==> config.mk <==
export PLATFORM = sky130hd
export DESIGN_NAME = ser_fifo_bank
export DESIGN_NICKNAME = d
export VERILOG_FILES = /design/src/rtl/ser_fifo_pkg.sv /design/src/rtl/ser_fifo_core.sv /design/src/rtl/ser_wm_reg.sv /design/src/rtl/ser_fifo_bank.sv
export SDC_FILE = /design/constraint.sdc
export NUM_CORES = 1
export LEC_CHECK = 0
export BUFFER_PORTS_ARGS = -buffer_cell sky130_fd_sc_hd__buf_2
export CORE_ASPECT_RATIO = 1.75
export CORE_MARGIN = 5
export CORE_UTILIZATION = 40
export DETAILED_ROUTE_END_ITERATION = 6
export GPL_ROUTABILITY_DRIVEN = 0
export GPL_TIMING_DRIVEN = 0
export SLEW_MARGIN = 0
export SYNTH_ARGS = -nofsm -noshare
export SYNTH_HDL_FRONTEND = slang
export SYNTH_HIERARCHICAL = 1
export SYNTH_SLANG_ARGS = --single-unit
==> constraint.sdc <==
create_clock -name clk_i -period 5.7 [get_ports clk_i]
set_input_delay 0.57 -clock clk_i [delete_from_list [all_inputs] [get_ports clk_i]]
set_output_delay 0.57 -clock clk_i [all_outputs]
set_load 0.02 [all_outputs]
==> src/rtl/ser_fifo_pkg.sv <==
package ser_fifo_pkg;
  localparam int ADDR_W = 8;
  localparam int REG_W  = 16;
  localparam int BYTE_W = 8;
  localparam logic [ADDR_W-1:0] A_TXD = 8'h1C;
  localparam logic [ADDR_W-1:0] A_RXD = 8'h20;
  localparam logic [ADDR_W-1:0] A_WM  = 8'h28;
endpackage

==> src/rtl/ser_fifo_core.sv <==
module ser_fifo_core #(
  parameter int DEPTH = 8,
  parameter int W     = 8,
  localparam int PTR_W = (DEPTH > 1) ? $clog2(DEPTH) : 1,
  localparam int CNT_W = $clog2(DEPTH + 1)
) (
  input  logic             clk_i,
  input  logic             rst_ni,
  input  logic             push_i,
  input  logic [W-1:0]     din_i,
  input  logic             pop_i,
  output logic [W-1:0]     dout_o,
  output logic             full_o,
  output logic             empty_o,
  output logic [CNT_W-1:0] count_o
);
  logic [W-1:0]     mem_q [DEPTH];
  logic [PTR_W-1:0] wr_q, rd_q;
  logic [CNT_W-1:0] cnt_q;
  logic             do_push, do_pop;

  assign full_o  = (cnt_q == CNT_W'(DEPTH));
  assign empty_o = (cnt_q == '0);
  assign count_o = cnt_q;
  assign dout_o  = mem_q[rd_q];
  assign do_push = push_i && !full_o;
  assign do_pop  = pop_i && !empty_o;

  function automatic logic [PTR_W-1:0] nxt(input logic [PTR_W-1:0] p);
    return (p == PTR_W'(DEPTH - 1)) ? '0 : p + 1'b1;
  endfunction

  always_ff @(posedge clk_i or negedge rst_ni) begin
    if (!rst_ni) begin
      wr_q  <= '0;
      rd_q  <= '0;
      cnt_q <= '0;
    end else begin
      if (do_push) wr_q <= nxt(wr_q);
      if (do_pop)  rd_q <= nxt(rd_q);
      case ({do_push, do_pop})
        2'b10:   cnt_q <= cnt_q + 1'b1;
        2'b01:   cnt_q <= cnt_q - 1'b1;
        default: cnt_q <= cnt_q;
      endcase
    end
  end

  always_ff @(posedge clk_i or negedge rst_ni) begin
    if (!rst_ni) begin
      for (int i = 0; i < DEPTH; i++) mem_q[i] <= '0;
    end else if (do_push) begin
      mem_q[wr_q] <= din_i;
    end
  end
endmodule

==> src/rtl/ser_wm_reg.sv <==
module ser_wm_reg #(
  parameter int DEPTH = 8,
  localparam int WM_W = (DEPTH > 1) ? $clog2(DEPTH) : 1
) (
  input  logic            clk_i,
  input  logic            rst_ni,
  input  logic            wr_i,
  input  logic [WM_W-1:0] wdata_i,
  output logic [WM_W-1:0] wm_o
);
  always_ff @(posedge clk_i or negedge rst_ni) begin
    if (!rst_ni)   wm_o <= WM_W'(1);
    else if (wr_i) wm_o <= wdata_i;
  end
endmodule

==> src/rtl/ser_fifo_bank.sv <==
module ser_fifo_bank
  import ser_fifo_pkg::*;
#(
  parameter int DEPTH = 8
) (
  input  logic              clk_i,
  input  logic              rst_ni,
  input  logic              req_i,
  input  logic              we_i,
  input  logic [ADDR_W-1:0] addr_i,
  input  logic [REG_W-1:0]  wdata_i,
  output logic [REG_W-1:0]  rdata_o,
  input  logic              eng_tx_pop_i,
  output logic [BYTE_W-1:0] eng_tx_data_o,
  input  logic              eng_rx_push_i,
  input  logic [BYTE_W-1:0] eng_rx_data_i,
  output logic              tx_below_wm_o,
  output logic              tx_full_o,
  output logic              tx_overflow_o,
  output logic              rx_not_empty_o
);
  localparam int WM_W  = (DEPTH > 1) ? $clog2(DEPTH) : 1;
  localparam int CNT_W = $clog2(DEPTH + 1);

  logic              wr_tx, wr_wm, rd_rx, rd_wm;
  logic              tx_empty, rx_full, rx_empty;
  logic [CNT_W-1:0]  tx_cnt, rx_cnt;
  logic [WM_W-1:0]   wm_q;
  logic [BYTE_W-1:0] rx_head;
  logic              ovf_q;
  logic              unused_hi;

  assign wr_tx = req_i &&  we_i && (addr_i == A_TXD);
  assign wr_wm = req_i &&  we_i && (addr_i == A_WM);
  assign rd_rx = req_i && !we_i && (addr_i == A_RXD);
  assign rd_wm = req_i && !we_i && (addr_i == A_WM);
  assign unused_hi = ^{wdata_i[REG_W-1:BYTE_W], tx_empty};

  ser_fifo_core #(.DEPTH(DEPTH), .W(BYTE_W)) u_tx (
    .clk_i, .rst_ni,
    .push_i(wr_tx), .din_i(wdata_i[BYTE_W-1:0]),
    .pop_i(eng_tx_pop_i), .dout_o(eng_tx_data_o),
    .full_o(tx_full_o), .empty_o(tx_empty), .count_o(tx_cnt)
  );

  ser_fifo_core #(.DEPTH(DEPTH), .W(BYTE_W)) u_rx (
    .clk_i, .rst_ni,
    .push_i(eng_rx_push_i), .din_i(eng_rx_data_i),
    .pop_i(rd_rx), .dout_o(rx_head),
    .full_o(rx_full), .empty_o(rx_empty), .count_o(rx_cnt)
  );

  ser_wm_reg #(.DEPTH(DEPTH)) u_wm (
    .clk_i, .rst_ni, .wr_i(wr_wm), .wdata_i(wdata_i[WM_W-1:0]), .wm_o(wm_q)
  );

  always_ff @(posedge clk_i or negedge rst_ni) begin
    if (!rst_ni)                 ovf_q <= 1'b0;
    else if (wr_tx && tx_full_o) ovf_q <= 1'b1;
  end

  always_comb begin
    rdata_o = '0;
    if (rd_rx && !rx_empty) rdata_o = REG_W'(rx_head);
    else if (rd_wm)         rdata_o = REG_W'(wm_q);
  end

  assign tx_below_wm_o  = (tx_cnt < CNT_W'(wm_q));
  assign tx_overflow_o  = ovf_q;
  assign rx_not_empty_o = !rx_empty;

  logic unused_full;
  assign unused_full = rx_full;
endmodule

# Word-level counts from Yosys, hierarchy flattened
# Cells that the tools add are included.
classes:
  n_bitwise: 4
  n_reduce_logical: 22
  n_eq_ne: 13
  magnitude_cmp: 7
  mux: 20
  addsub: 8
op_table:
  columns: ["operator", "count"]
  rows:
  - ["bitwise mux 64 bit", 2]
  - ["2-to-1 mux 8 bit", 7]
  - ["binary-select mux 8 bit (select 3 bit)", 2]
  - ["demux 8 bit (select 3 bit)", 2]
  - ["== test 8 x 6 -> 1 bit (second input constant)", 2]
  - ["greater-or-equal comparator 4 bit (second input constant)", 4]
  - ["NOT 3 -> 4 bit", 4]
  - ["one-hot mux 4 bit (2 select lines)", 2]
  - ["2-to-1 mux 3 bit", 5]
  - ["logical AND 1 bit", 13]
  - ["adder 3 x 1 -> 3 bit (second input constant)", 4]
  - ["== test 3 bit (second input constant)", 4]
  - ["adder 4 x 1 -> 4 bit (second input constant)", 2]
  - ["== test 4 bit (second input constant)", 2]
  - ["== test 8 x 5 -> 1 bit (second input constant)", 1]
  - ["logical NOT 4 bit", 2]
  - ["< comparator 4 x 1 -> 1 bit (second input constant)", 2]
  - ["subtractor 4 x 1 -> 4 bit (second input constant)", 2]
  - ["logical NOT 1 bit", 5]
  - ["== test 2 x 1 -> 1 bit (second input constant)", 2]
  - ["== test 2 bit (second input constant)", 2]
  - ["< comparator 4 x 3 -> 1 bit", 1]
  - ["nonzero test 2 bit", 2]
totals:
  elab_cells: 98
  inputBits: 38
  register_bits: 152
  output_inout_bits: 28

# Logic depth before layout (Yosys ltp)
# Gate-level depths: netlist of run 1.
depth:
  word_depth: 6
  depth_mapped: 10
  ltp_nobuf: 10

# Modules after synthesis
# The synthesis of run 1 kept the hierarchy.
modules_own_cells:
  columns: ["mod", "seq_area_each_um2", "area_each_um2", "n_inst", "cells_per_inst"]
  rows:
  - ["ser_fifo_core at u_tx", 1851.8, 3657.3, 1, 229]
  - ["ser_fifo_core at u_rx", 1851.8, 3644.7, 1, 230]
  - ["ser_fifo_bank", 25.0, 341.6, 1, 43]
  - ["ser_wm_reg", 76.3, 110.1, 1, 6]

# Least setup slack after synthesis of run 1
# Ideal clock, no wire load.
synth_path:
  path_kind: "input -> register"
  startpoint: "in addr_i[7]"
  endpoint: "reg u_tx.cnt_q[3], in the netlist u_tx/count_o[3]"
  path_slack_ns: 2.745
  required_ns: 5.566
  stages: 9
  n_path_buf: 0
  setup_ns: 0.134
  t_arrival_ns: 2.821
  path_cell_list: "nor3b_4 > nand4_2 > nor3_1 > nand2_1 > ha_1 > ha_1 > or4b_2 > o311ai_0 > o211ai_1"
synth_between:
  elab_chain_len: 5
  elab_cells_between_ends: 7
  classes_between: "eq/ne (3); mux (1); reduce/logical (3)"
synth_rtl:
  columns: ["element", "line_no", "source"]
  rows:
  - ["start: declaration", "ser_fifo_bank.sv:10", "input logic [ADDR_W-1:0] addr_i,"]
  - ["== test 8 x 5 -> 1 bit *", "ser_fifo_bank.sv:33", "assign wr_tx = req_i && we_i && (addr_i == A_TXD);"]
  - ["logical AND 1 bit *", "ser_fifo_bank.sv:33", null]
  - ["via wr_tx", "ser_fifo_bank.sv:25", "logic wr_tx, wr_wm, rd_rx, rd_wm;"]
  - ["logical AND 1 bit *", "ser_fifo_core.sv:26", "assign do_push = push_i && !full_o;"]
  - ["== test 2 x 1 -> 1 bit or == test 2 bit (tied branches)", "ser_fifo_core.sv:41", "case ({do_push, do_pop})"]
  - ["one-hot mux 4 bit (2 select lines) or nonzero test 2 bit (tied branches)", null, null]
  - ["end signal: assignment", "ser_fifo_core.sv:42", "2'b10: cnt_q <= cnt_q + 1'b1;"]
  - ["end signal: assignment", "ser_fifo_core.sv:43", "2'b01: cnt_q <= cnt_q - 1'b1;"]
  - ["end signal: assignment", "ser_fifo_core.sv:44", "default: cnt_q <= cnt_q;"]
  - ["end: declaration", "ser_fifo_core.sv:19", "logic [CNT_W-1:0] cnt_q;"]
# The timed path passes the listed nets; every way through them passes the cells marked *.
# A chain may end at the register's enable or synchronous reset.

# Worst setup path in the final report of run 1
layout_path:
  startpoint: "reg u_rx.rd_q[1]"
  endpoint: "out rdata_o[1]"
layout_between:
  elab_chain_len: 5
layout_rtl:
  columns: ["element", "line_no", "source"]
  rows:
  - ["start: declaration", "ser_fifo_core.sv:18", "logic [PTR_W-1:0] wr_q, rd_q;"]
  - ["start signal: assignment", "ser_fifo_core.sv:40", "if (do_pop) rd_q <= nxt(rd_q);"]
  - ["NOT 3 -> 4 bit (not written as such)", "ser_fifo_core.sv:25", "assign dout_o = mem_q[rd_q];"]
  - ["binary-select mux 8 bit (select 3 bit)", "ser_fifo_core.sv:25", null]
  - ["2-to-1 mux 8 bit (not written as such) (2 in series)", "ser_fifo_core.sv:25", null]
  - ["via rx_head[1]", "ser_fifo_bank.sv:29", "logic [BYTE_W-1:0] rx_head;"]
  - ["2-to-1 mux 8 bit", "ser_fifo_bank.sv:64", "if (rd_rx && !rx_empty) rdata_o = REG_W'(rx_head);"]
  - ["end: declaration", "ser_fifo_bank.sv:12", "output logic [REG_W-1:0] rdata_o,"]
# The timed path passes the listed nets, and every way through them passes these cells. The select of a mux whose other input is x is not followed.

==> results of run 1 <==
==> how the worst max path moves through the flow <==
stage	cells past startpoint	startpoint	to
2_1_floorplan	9	addr_i[7]	u_tx/count_o[3]$_DFFE_PN0P_
3_3_place_gp	1	rst_ni	u_rx/wr_q[0]$_DFFE_PN0P_
3_5_place_dp	11	we_i	u_rx/count_o[3]$_DFFE_PN0P_
4_1_cts	7	u_rx/rd_q[1]$_DFFE_PN0P_	rdata_o[1]
5_1_grt	7	u_rx/rd_q[1]$_DFFE_PN0P_	rdata_o[1]
6_report	7	u_rx/rd_q[1]$_DFFE_PN0P_	rdata_o[1]
==> power by group through the flow <==
stage	Combinational [mW]	Sequential (mW)	Clock [mW]
floorplan	0.873	1.49	0
global placement	1.06	1.52	0
detailed placement	1.12	1.55	0
CTS	1.13	1.54	1.21
global route	1.22	1.57	1.26
finish	1.10	1.54	1.19
==> stage by stage <==
stage          total power, mW  utilization [%]  hold slack, ns
2_1_floorplan             2.36                -           0.274
3_5_place_dp              2.68             43.7           0.456
5_1_grt                   4.04             46.9           0.146
3_3_place_gp              2.59             43.5           0.482
6_report                  3.83             46.9           0.115
4_1_cts                   3.88             46.9           0.125
==> flip-flops by register name, indices dropped and copies added, names as in the netlist <==
name and count:
u_tx/count_o 4, u_tx/rd_q 3, tx_overflow_o 1, u_rx/wr_q 3, u_rx/rd_q 3, u_wm/wm_o 3
u_rx/mem_q 64, u_tx/wr_q 3, u_tx/mem_q 64, u_rx/count_o 4
==> cell type report <==
| class | instances | area, sq um | area share (%) |
|---|---|---|---|
| plain buffers | 28 | 175 | 1.95 |
| clock buffers | 22 | 474 | 5.28 |
| clock inverters | 8 | 145 | 1.62 |
| inverters | 17 | 78.8 | 0.878 |
| multi-input cells | 317 | 3710 | 41.4 |
| flip-flops and latches | 152 | 3800 | 42.4 |
| well taps | 241 | 302 | 3.36 |
| repair buffers | 50 | 279 | 3.11 |
==> cells in the final DEF (no fill, tap or decap), drive strengths merged <==
cell      instances
mux2            157
dfrtp           151
buf              68
mux4             32
clkbuf           32
inv              17
ha               16
nand2            12
nor2             10
nor3b             9
conb              8
nand3             7
nor4b             6
and3              6
o21ai             5
nor3              5
bufinv            4
nand4b            4
a21oi             4
or4b              4
a22oi             3
nand2b            3
a21o              3
o41ai             3
nor4              3
clkinv            2
clkinvlp          2
nor2b             2
xor2              2
xnor2             2
o311ai            2
a2111o            2
o211ai            2
fa                2
nand4             1
a211oi            1
mux2i             1
dfstp             1
==> per-layer routing <==
layer  vias up  share of wire [%]  wire length [microns]  GRT usage [%]
li1       2042                  -                      -              -
met4         0                1.6                    274           5.31
met3        18                3.0                    503           3.22
met5         -                  0                      0              0
met2        79                 55                   9330           28.6
met1      2331                 41                   6910           19.6
==> worst register-to-register path: stages, from the launching register on <==
cell      delay [ns]
dfrtp_1         0.39
buf_6           0.14
o41ai_1         0.87
inv_1           0.10
ha_1            0.32
ha_1            0.38
or4b_2          0.69
o311ai_0        0.14
o211ai_1        0.13
==> flow_summary.json, run 1 <==
{
  "path_class": "flip-flop to output pin",
  "design_area_sq_um": 8970,
  "cts_hold_buf": 0,
  "cts_resized": 0,
  "fp-row-count": 67,
  "grt_max_degree": 96,
  "drc": 0,
  "drive_gt1_share_pct": 53.2,
  "io_buffer_count": 49,
  "switching_share_pct": 28.9,
  "antenna_found_initial": 0,
  "max-vdd-ir-drop_uv": 257,
  "cts_made_buffers": 17,
  "setup_ws_ns": 2.09,
  "reg2reg_from": "u_tx/count_o[0]$_DFFE_PN0P_",
  "critPathSlowestCell": "clkbuf_1",
  "fmax_ghz": 0.277,
  "drt-initial-drc-count": 181,
  "post-cts-setup-buffers": 0,
  "p_switching_mw": 1.10,
  "syn_area_per_cell_sq_um": 15.3,
  "crit_family": "buffers and inverters",
  "setup_viol": 0,
  "fin_cells": 835,
  "r2r_setup_slack_ns": 2.44,
  "finalSetupTns_ns": 0,
  "grt.overflow.total": 0,
  "path_max_fanout": 10,
  "grt_pass1_wl_mm": 27.8,
  "wire_per_inst_microns": 20.4,
  "cp-end-kind": "output pin",
  "power_frac_seq_pct": 40.1,
  "slew_headroom_pct": 34.4,
  "maxCapViolCount": 0,
  "initial_utilization_pct": 40.5,
  "grt_use_total_pct": 16.2,
  "start_kind": "flip-flop",
  "die_area_sq_um": 22400,
  "syn2layout_area_growth_pct": 15.8,
  "clockRootBuffer": "clkbuf_16",
  "cts_sinks": 152,
  "path_common_cell": "clkbuf_1",
  "r2r_end": "u_tx/count_o[3]$_DFFE_PN0P_",
  "num_vias": 4470,
  "ff2ff_path_depth": 8,
  "p_per_area_nw_per_um2": 426,
  "dp.cells": 805,
  "worstPathCellList": "clkbuf_1 > clkbuf_1 > mux4_2 > mux2_2 > a22oi_1 > nor2_1 > buf_2",
  "yosysWarnings": 6,
  "post-route-period-util_pct": 63.4,
  "cts_tree": "done",
  "coreArea_sq_um": 19100,
  "dieWidth_microns": 115,
  "io_pins": 66,
  "final.fill_count": 1715,
  "min_path_type": "input port to async pin",
  "fin_crit_ns": 3.61,
  "internal_power_mw": 2.72,
  "pwr-share-comb_pct": 28.8,
  "dp_hpwl_mm": 12.0,
  "clkPwrFrac_pct": 31.0,
  "cpPeakStageDelay_ns": 0.64,
  "first_pass_iters": 4,
  "ant_nets": 0,
  "fin_nets": 639,
  "leakage_nw": 4.13,
  "vias_per_cell": 5.35,
  "worstMarginPinSlew_ns": 0.971,
  "pre_cts_slack_ns": 2.22,
  "outcome": "finished, final reports clean",
  "skew_ns": 0.00600,
  "die_h_microns": 194,
  "cp.required_ns": 5.13,
  "clockBufferDepth": 2,
  "clock_latency_ns": 0.42,
  "worst-path-buf-inv": 3,
  "syn_area_sq_um": 7750,
  "rsz0062_at_grt": "false",
  "grt_pass1_vias": 5095,
  "place_area_sq_um": 8350,
  "diodes": 0,
  "clk_pin_slew_ns": 0.06,
  "synth_cells": 507,
  "worst_ep_arrival_time_ns": 3.04,
  "htreeDepth": 4,
  "slew_violations": 0,
  "routed_wirelength_mm": 17.0,
  "hold_viol": 0
}
Power figures use the tool's default switching activity.
==> run 2: changes to the inputs <==
==> constraint.sdc (replaced) <==
create_clock -name clk_i -period 3 [get_ports clk_i]
set_input_delay 0.3 -clock clk_i [delete_from_list [all_inputs] [get_ports clk_i]]
set_output_delay 0.3 -clock clk_i [all_outputs]
set_load 0.02 [all_outputs]
==> run 2 against run 1 <==
Compared with the run above:
- combinational power is 95% higher
- highest routed layer unchanged
- die area stayed put
- first-iteration DRC count is 22% higher
- core utilization is 0.46 points higher
- largest cell class unchanged
- clock power is 89% higher
- design area is 0.99% higher
- wire length is 0.22% higher
- clock skew is 0.00058 ns lower
- final cell count is 0.12% higher
- setup slack worse by 2.0 ns
- largest power group unchanged
- non-clock buffer count is 1 higher
- clock-buffer cell count stayed put
==> flow_summary.json, run 2 (same netlist as run 1, synthesis figures left out) <==
{
  "finalSetupTns_ns": 0,
  "io_buffer_count": 49,
  "hold_viol": 0,
  "worst_ep_arrival_time_ns": 3.16,
  "multiInputGateArea_sq_um": 3780,
  "fp-row-count": 67,
  "ant_nets": 0,
  "p_per_area_nw_per_um2": 808,
  "hold_ws_ns": 0.115,
  "cts_made_buffers": 17,
  "io_pins": 66,
  "regArea_sq_um": 3800,
  "busiest_layer": "met2",
  "drive_gt1_share_pct": 54.6,
  "vias_per_cell": 5.38,
  "slew_headroom_pct": 42.0,
  "initial_utilization_pct": 40.5,
  "fin_util_pct": 47.4,
  "clk_pin_slew_ns": 0.06,
  "num_vias": 4495,
  "holdPathStages": 2,
  "top_regs": "u_rx/mem_q (64), u_tx/mem_q (64)",
  "rsz0062_at_grt": "false",
  "drt-initial-drc-count": 220,
  "grt_max_degree": 96,
  "antenna_found_initial": 0,
  "critPathSlowestCell": "or4b_2",
  "clockRootBuffer": "clkbuf_16",
  "syn2layout_area_growth_pct": 17.0,
  "die_area_sq_um": 22400,
  "dp.cells": 805,
  "worstMarginPinSlew_ns": 0.866,
  "reg2reg_from": "u_rx/count_o[1]$_DFFE_PN0P_",
  "worstPathCellList": "or4b_4 > buf_6 > nand2_1 > ha_4 > ha_1 > or4b_2 > o311ai_0 > o211ai_1",
  "final.fill_count": 1704,
  "cpPeakStageDelay_ns": 0.64,
  "fin_crit_ns": 2.87,
  "wire_per_inst_microns": 20.4,
  "cts_tree": "done",
  "die_h_microns": 194,
  "post-cts-setup-buffers": 0,
  "cp-end-kind": "flip-flop",
  "post-route-period-util_pct": 95.7,
  "skew_ns": 0.00542,
  "maxCapViolCount": 0,
  "coreArea_sq_um": 19100,
  "r2r_end": "u_rx/count_o[3]$_DFFE_PN0P_",
  "hold_start": "addr_i[5]",
  "dp_hpwl_mm": 12.0,
  "path_class": "flip-flop to flip-flop",
  "start_kind": "flip-flop",
  "setup_viol": 0,
  "grt_pass1_vias": 5101,
  "hold_path_end": "tx_overflow_o$_DFFE_PN0P_",
  "diodes": 0,
  "dieWidth_microns": 115,
  "most-common-layout-cells": "dfrtp_1 (151), mux2_2 (138), buf_2 (50)",
  "grt.overflow.total": 0,
  "outcome": "finished, final reports clean",
  "clock_latency_ns": 0.42,
  "min_path_type": "input port to flip-flop",
  "ff2ff_path_depth": 8,
  "grt_use_met2_pct": 28.6,
  "fin_cells": 836,
  "grt_pass1_wl_mm": 27.9,
  "grt_use_total_pct": 16.3,
  "first_pass_iters": 6,
  "cts_sinks": 152,
  "routed_wirelength_mm": 17.1,
  "htreeDepth": 4,
  "slew_violations": 0,
  "max-vdd-ir-drop_uv": 488,
  "r2r_setup_slack_ns": 0.13,
  "cp.required_ns": 3.29,
  "drc": 0,
  "fin_nets": 640,
  "final_common_cell": "dfrtp_1",
  "met3_usage_pct": 3.22,
  "fmax_ghz": 0.348,
  "path_max_fanout": 9,
  "clockBufferDepth": 2,
  "leakage_nw": 4.15,
  "grtUsageMet1_pct": 19.7
}
==> run 2: cell types whose count changed in the layout (fill, tap and decap cells not counted), sizes merged <==
cell / delta
dlygate4sd3: +1
==> run 2: power breakdown <==
group / total, mW / internal, mW / switching [mW]
logic: 2.14 / 1.16 / 0.982
clock network: 2.25 / 1.45 / 0.807
registers: 2.93 / 2.60 / 0.336
total: 7.32 / 5.20 / 2.12
==> run 2: how the worst max path moves through the flow <==
stage	start	end	slack, ns
6_report	u_rx/count_o[1]$_DFFE_PN0P_	u_rx/count_o[3]$_DFFE_PN0P_	0.13
5_1_grt	u_rx/count_o[2]$_DFFE_PN0P_	u_rx/count_o[3]$_DFFE_PN0P_	0.001
4_1_cts	u_rx/count_o[1]$_DFFE_PN0P_	u_rx/count_o[3]$_DFFE_PN0P_	0.05
3_5_place_dp	u_tx/count_o[0]$_DFFE_PN0P_	u_tx/count_o[3]$_DFFE_PN0P_	-0.29
3_3_place_gp	rst_ni	u_rx/wr_q[0]$_DFFE_PN0P_	-0.44
2_1_floorplan	u_tx/count_o[0]$_DFFE_PN0P_	u_tx/count_o[3]$_DFFE_PN0P_	0.12
==> run 2: repair_timing <==
item / 4_1_cts / 5_1_grt
hold buffers: 1 / 0
setup endpoints to repair: 18 / 3
resized for setup: 11 / 4
endpoints found under the hold margin: 57 / 0
pin swaps: 0 / 1
==> run 2: final cells by class <==
type / count / share of cell area (%)
inverter: 17 / 0.870
timing repair buffer: 51 / 3.19
clock inverter: 8 / 1.60
multi-input combinational: 317 / 41.7
sequential: 152 / 42.0
tap: 241 / 3.33
buffer: 28 / 2.07
clock buffer: 22 / 5.23
==> run 2: metrics by stage <==
step	area [sq um]	power, mW	setup slack (ns)
global route	9060	7.74	0.00142
finish	9060	7.32	0.130
detailed placement	8350	5.09	-0.293
CTS	9020	7.38	0.0458
global placement	8320	4.92	-0.444
floorplan	7770	4.49	0.120
==> run 2: critical path, delay by kind of cell, from the launching register on <==
| kind | cells | cell delay, ns |
|---|---|---|
| AO/OA/AOI/OAI | 2 | 0.26 |
| adder cells (fa/ha/maj) | 2 | 0.51 |
| buffers and inverters | 1 | 0.16 |
| flip-flops | 1 | 0.45 |
| AND/OR/NAND/NOR | 3 | 1.37 |
==> run 2: metal layers <==
layer	vias to the layer above	part of all wire, %
met5	-	0
met4	0	1.7
met3	20	3.3
met2	79	55
met1	2354	40
li1	2042	-
==> run 3: changes to the inputs <==
--- a/config.mk
+++ b/config.mk
@@ -5,13 +5,13 @@
 export SDC_FILE = /design/constraint.sdc
 export NUM_CORES = 1
 export LEC_CHECK = 0
-export BUFFER_PORTS_ARGS = -buffer_cell sky130_fd_sc_hd__buf_2
 export CORE_ASPECT_RATIO = 1.75
-export CORE_MARGIN = 5
 export CORE_UTILIZATION = 40
 export DETAILED_ROUTE_END_ITERATION = 6
+export DONT_BUFFER_PORTS = 1
 export GPL_ROUTABILITY_DRIVEN = 0
 export GPL_TIMING_DRIVEN = 0
+export RECOVER_POWER = 100
 export SLEW_MARGIN = 0
 export SYNTH_ARGS = -nofsm -noshare
 export SYNTH_HDL_FRONTEND = slang
==> run 3 against run 2 <==
Compared with the run above:
- the flow now finishes with violations (hold timing)
- clock skew increased by 0.0021 ns
- register-to-register slack got worse by 0.03 ns
- first-iteration DRC count decreased by 5.5%
- core utilization decreased by 1.8 points
- final cell count decreased by 5.7%
- clock-buffer cell count unchanged
- non-clock buffer count decreased by 50
- via count decreased by 2.8%
==> flow_summary.json, run 3 (same netlist as run 1, synthesis figures left out) <==
{
  "outcome": "complete, but fails checks",
  "violations": "hold timing",
  "worstMarginPinSlew_ns": 0.943,
  "cts_made_buffers": 17,
  "path_class": "flip-flop to flip-flop",
  "cp.required_ns": 3.29,
  "worstPathCellList": "buf_6 > or4b_4 > buf_6 > nand2_2 > ha_4 > ha_1 > or4b_2 > o311ai_0 > o211ai_1",
  "clockRootBuffer": "clkbuf_16",
  "grt_use_total_pct": 18.5,
  "coreArea_sq_um": 19000,
  "p_per_area_nw_per_um2": 800,
  "worst-path-buf-inv": 2,
  "htreeDepth": 4,
  "final.fill_count": 1702,
  "drc": 0,
  "fin_crit_ns": 2.90,
  "grt_pass1_vias": 4860,
  "cp-end-kind": "flip-flop",
  "diodes": 0,
  "finalPower_mw": 6.95,
  "post-route-period-util_pct": 96.7,
  "io_pins": 66,
  "first_pass_iters": 4,
  "path_max_fanout": 9,
  "min_path_type": "input port to async pin",
  "slew_violations": 0,
  "hold_ws_ns": -0.422,
  "syn2layout_area_growth_pct": 12.2,
  "grt_pass1_wl_mm": 27.1,
  "top_regs": "u_rx/mem_q (64), u_tx/mem_q (64)",
  "dp_hpwl_mm": 11.6,
  "worst_ep_arrival_time_ns": 3.19,
  "post-cts-setup-buffers": 0,
  "fin_util_pct": 45.7,
  "skew_ns": 0.00755,
  "most-common-layout-cells": "dfrtp_1 (151), mux2_2 (138), mux4_2 (32)",
  "cts_hold_buf": 1,
  "leakage_nw": 3.86,
  "slew_headroom_pct": 36.8,
  "wire_per_inst_microns": 21.6,
  "die_area_sq_um": 20000,
  "final_common_cell": "dfrtp_1",
  "clock_latency_ns": 0.42,
  "drive_gt1_share_pct": 49.7,
  "drt-initial-drc-count": 208,
  "fmax_ghz": 0.345,
  "fp-row-count": 67,
  "ant_nets": 0,
  "clk_pin_slew_ns": 0.06,
  "vias_per_cell": 5.54,
  "fin_nets": 590,
  "antenna_found_initial": 0,
  "hold_viol": 152,
  "critPathSlowestCell": "or4b_2",
  "cts_sinks": 152,
  "maxCapViolCount": 0,
  "grt_max_degree": 153,
  "start_kind": "flip-flop",
  "cts_tree": "done",
  "num_vias": 4369,
  "path_common_cell": "buf_6",
  "max-vdd-ir-drop_uv": 540,
  "dieWidth_microns": 107,
  "grt.overflow.total": 0,
  "cpPeakStageDelay_ns": 0.69,
  "rsz0062_at_grt": "true",
  "setup_viol": 0,
  "clockBufferDepth": 2,
  "die_h_microns": 186,
  "initial_utilization_pct": 40.7,
  "routed_wirelength_mm": 17.0,
  "crit_family": "simple AND/OR/NAND/NOR gates",
  "io_buffer_count": 0
}
-- run 3: cell types whose count changed in the layout (fill, tap and decap cells not counted), moves of 2 or more --
cell / delta
buf_2: -48
bufinv_16: -3
clkinv_4: +3
buf_6: -2
clkbuf_1: +2
clkbuf_8: -2
-- run 3: area by class of cell --
type                    instances  area (sq um)  share of cell area [%]
flip-flops and latches        152          3800                    43.8
multi-input cells             317          3760                    43.3
clock buffers                  22           454                    5.23
well taps                     241           302                    3.47
plain buffers                  28           184                    2.12
clock inverters                10          97.6                    1.12
inverters                      17          78.8                   0.907
repair buffers                  1          10.0                   0.115
-- run 3: timing repair --
item	in CTS	in global routing
hold endpoints to repair	153	152
gates resized for setup	8	8
pin swaps	0	0
setup endpoints to repair	10	12
-- run 3: final timing paths --
kind | end | slack [ns] | from | cells after the start
worst min-delay path | u_tx/mem_q[22]$_DFFE_PN0P_ | -0.42 | rst_ni | 0
min in group clk_i | u_tx/mem_q[5]$_DFFE_PN0P_ | 0.02 | wdata_i[5] | 1
worst max-delay path | u_tx/count_o[3]$_DFFE_PN0P_ | 0.1 | u_tx/count_o[0]$_DFFE_PN0P_ | 9
max in group asynchronous | u_rx/mem_q[54]$_DFFE_PN0P_ | 3.13 | rst_ni | 0
worst min register to register | u_tx/mem_q[46]$_DFFE_PN0P_ | 0.50 | u_tx/mem_q[46]$_DFFE_PN0P_ | 1
worst max register to register | u_tx/count_o[3]$_DFFE_PN0P_ | 0.1 | u_tx/count_o[0]$_DFFE_PN0P_ | 9
-- run 3: per-layer routing --
metal	part of all wire, %	global-route usage, %	vias to the layer above	wire, microns
met3	5.2	5.29	24	882
li1	-	-	1945	-
met2	54	33.0	80	9260
met1	38	20.7	2320	6540
met4	1.9	7.01	0	331
met5	0	0	-	0
-- run 3: power breakdown --
part,internal (mW),switching (mW),total (mW)
Combinational,1.11,0.906,2.02
Sequential,2.59,0.343,2.94
Clock,1.17,0.836,2.00
Total,4.87,2.08,6.95
-- run 3: through the flow --
step / cells / area, sq um / TNS (ns) / hold slack, ns / setup WS [ns]
after global placement: 755 / 8080 / -0.531 / 0.0107 / -0.317
after CTS: 788 / 8670 / 0 / -0.445 / 0.00663
final: 788 / 8690 / 0 / -0.422 / 0.0997
after detailed placement: 755 / 8080 / -0.743 / 0.0105 / -0.405
after global routing: 788 / 8690 / -0.0707 / -0.447 / -0.0707
after floorplan: 514 / 7770 / 0 / 0.00441 / 0.120
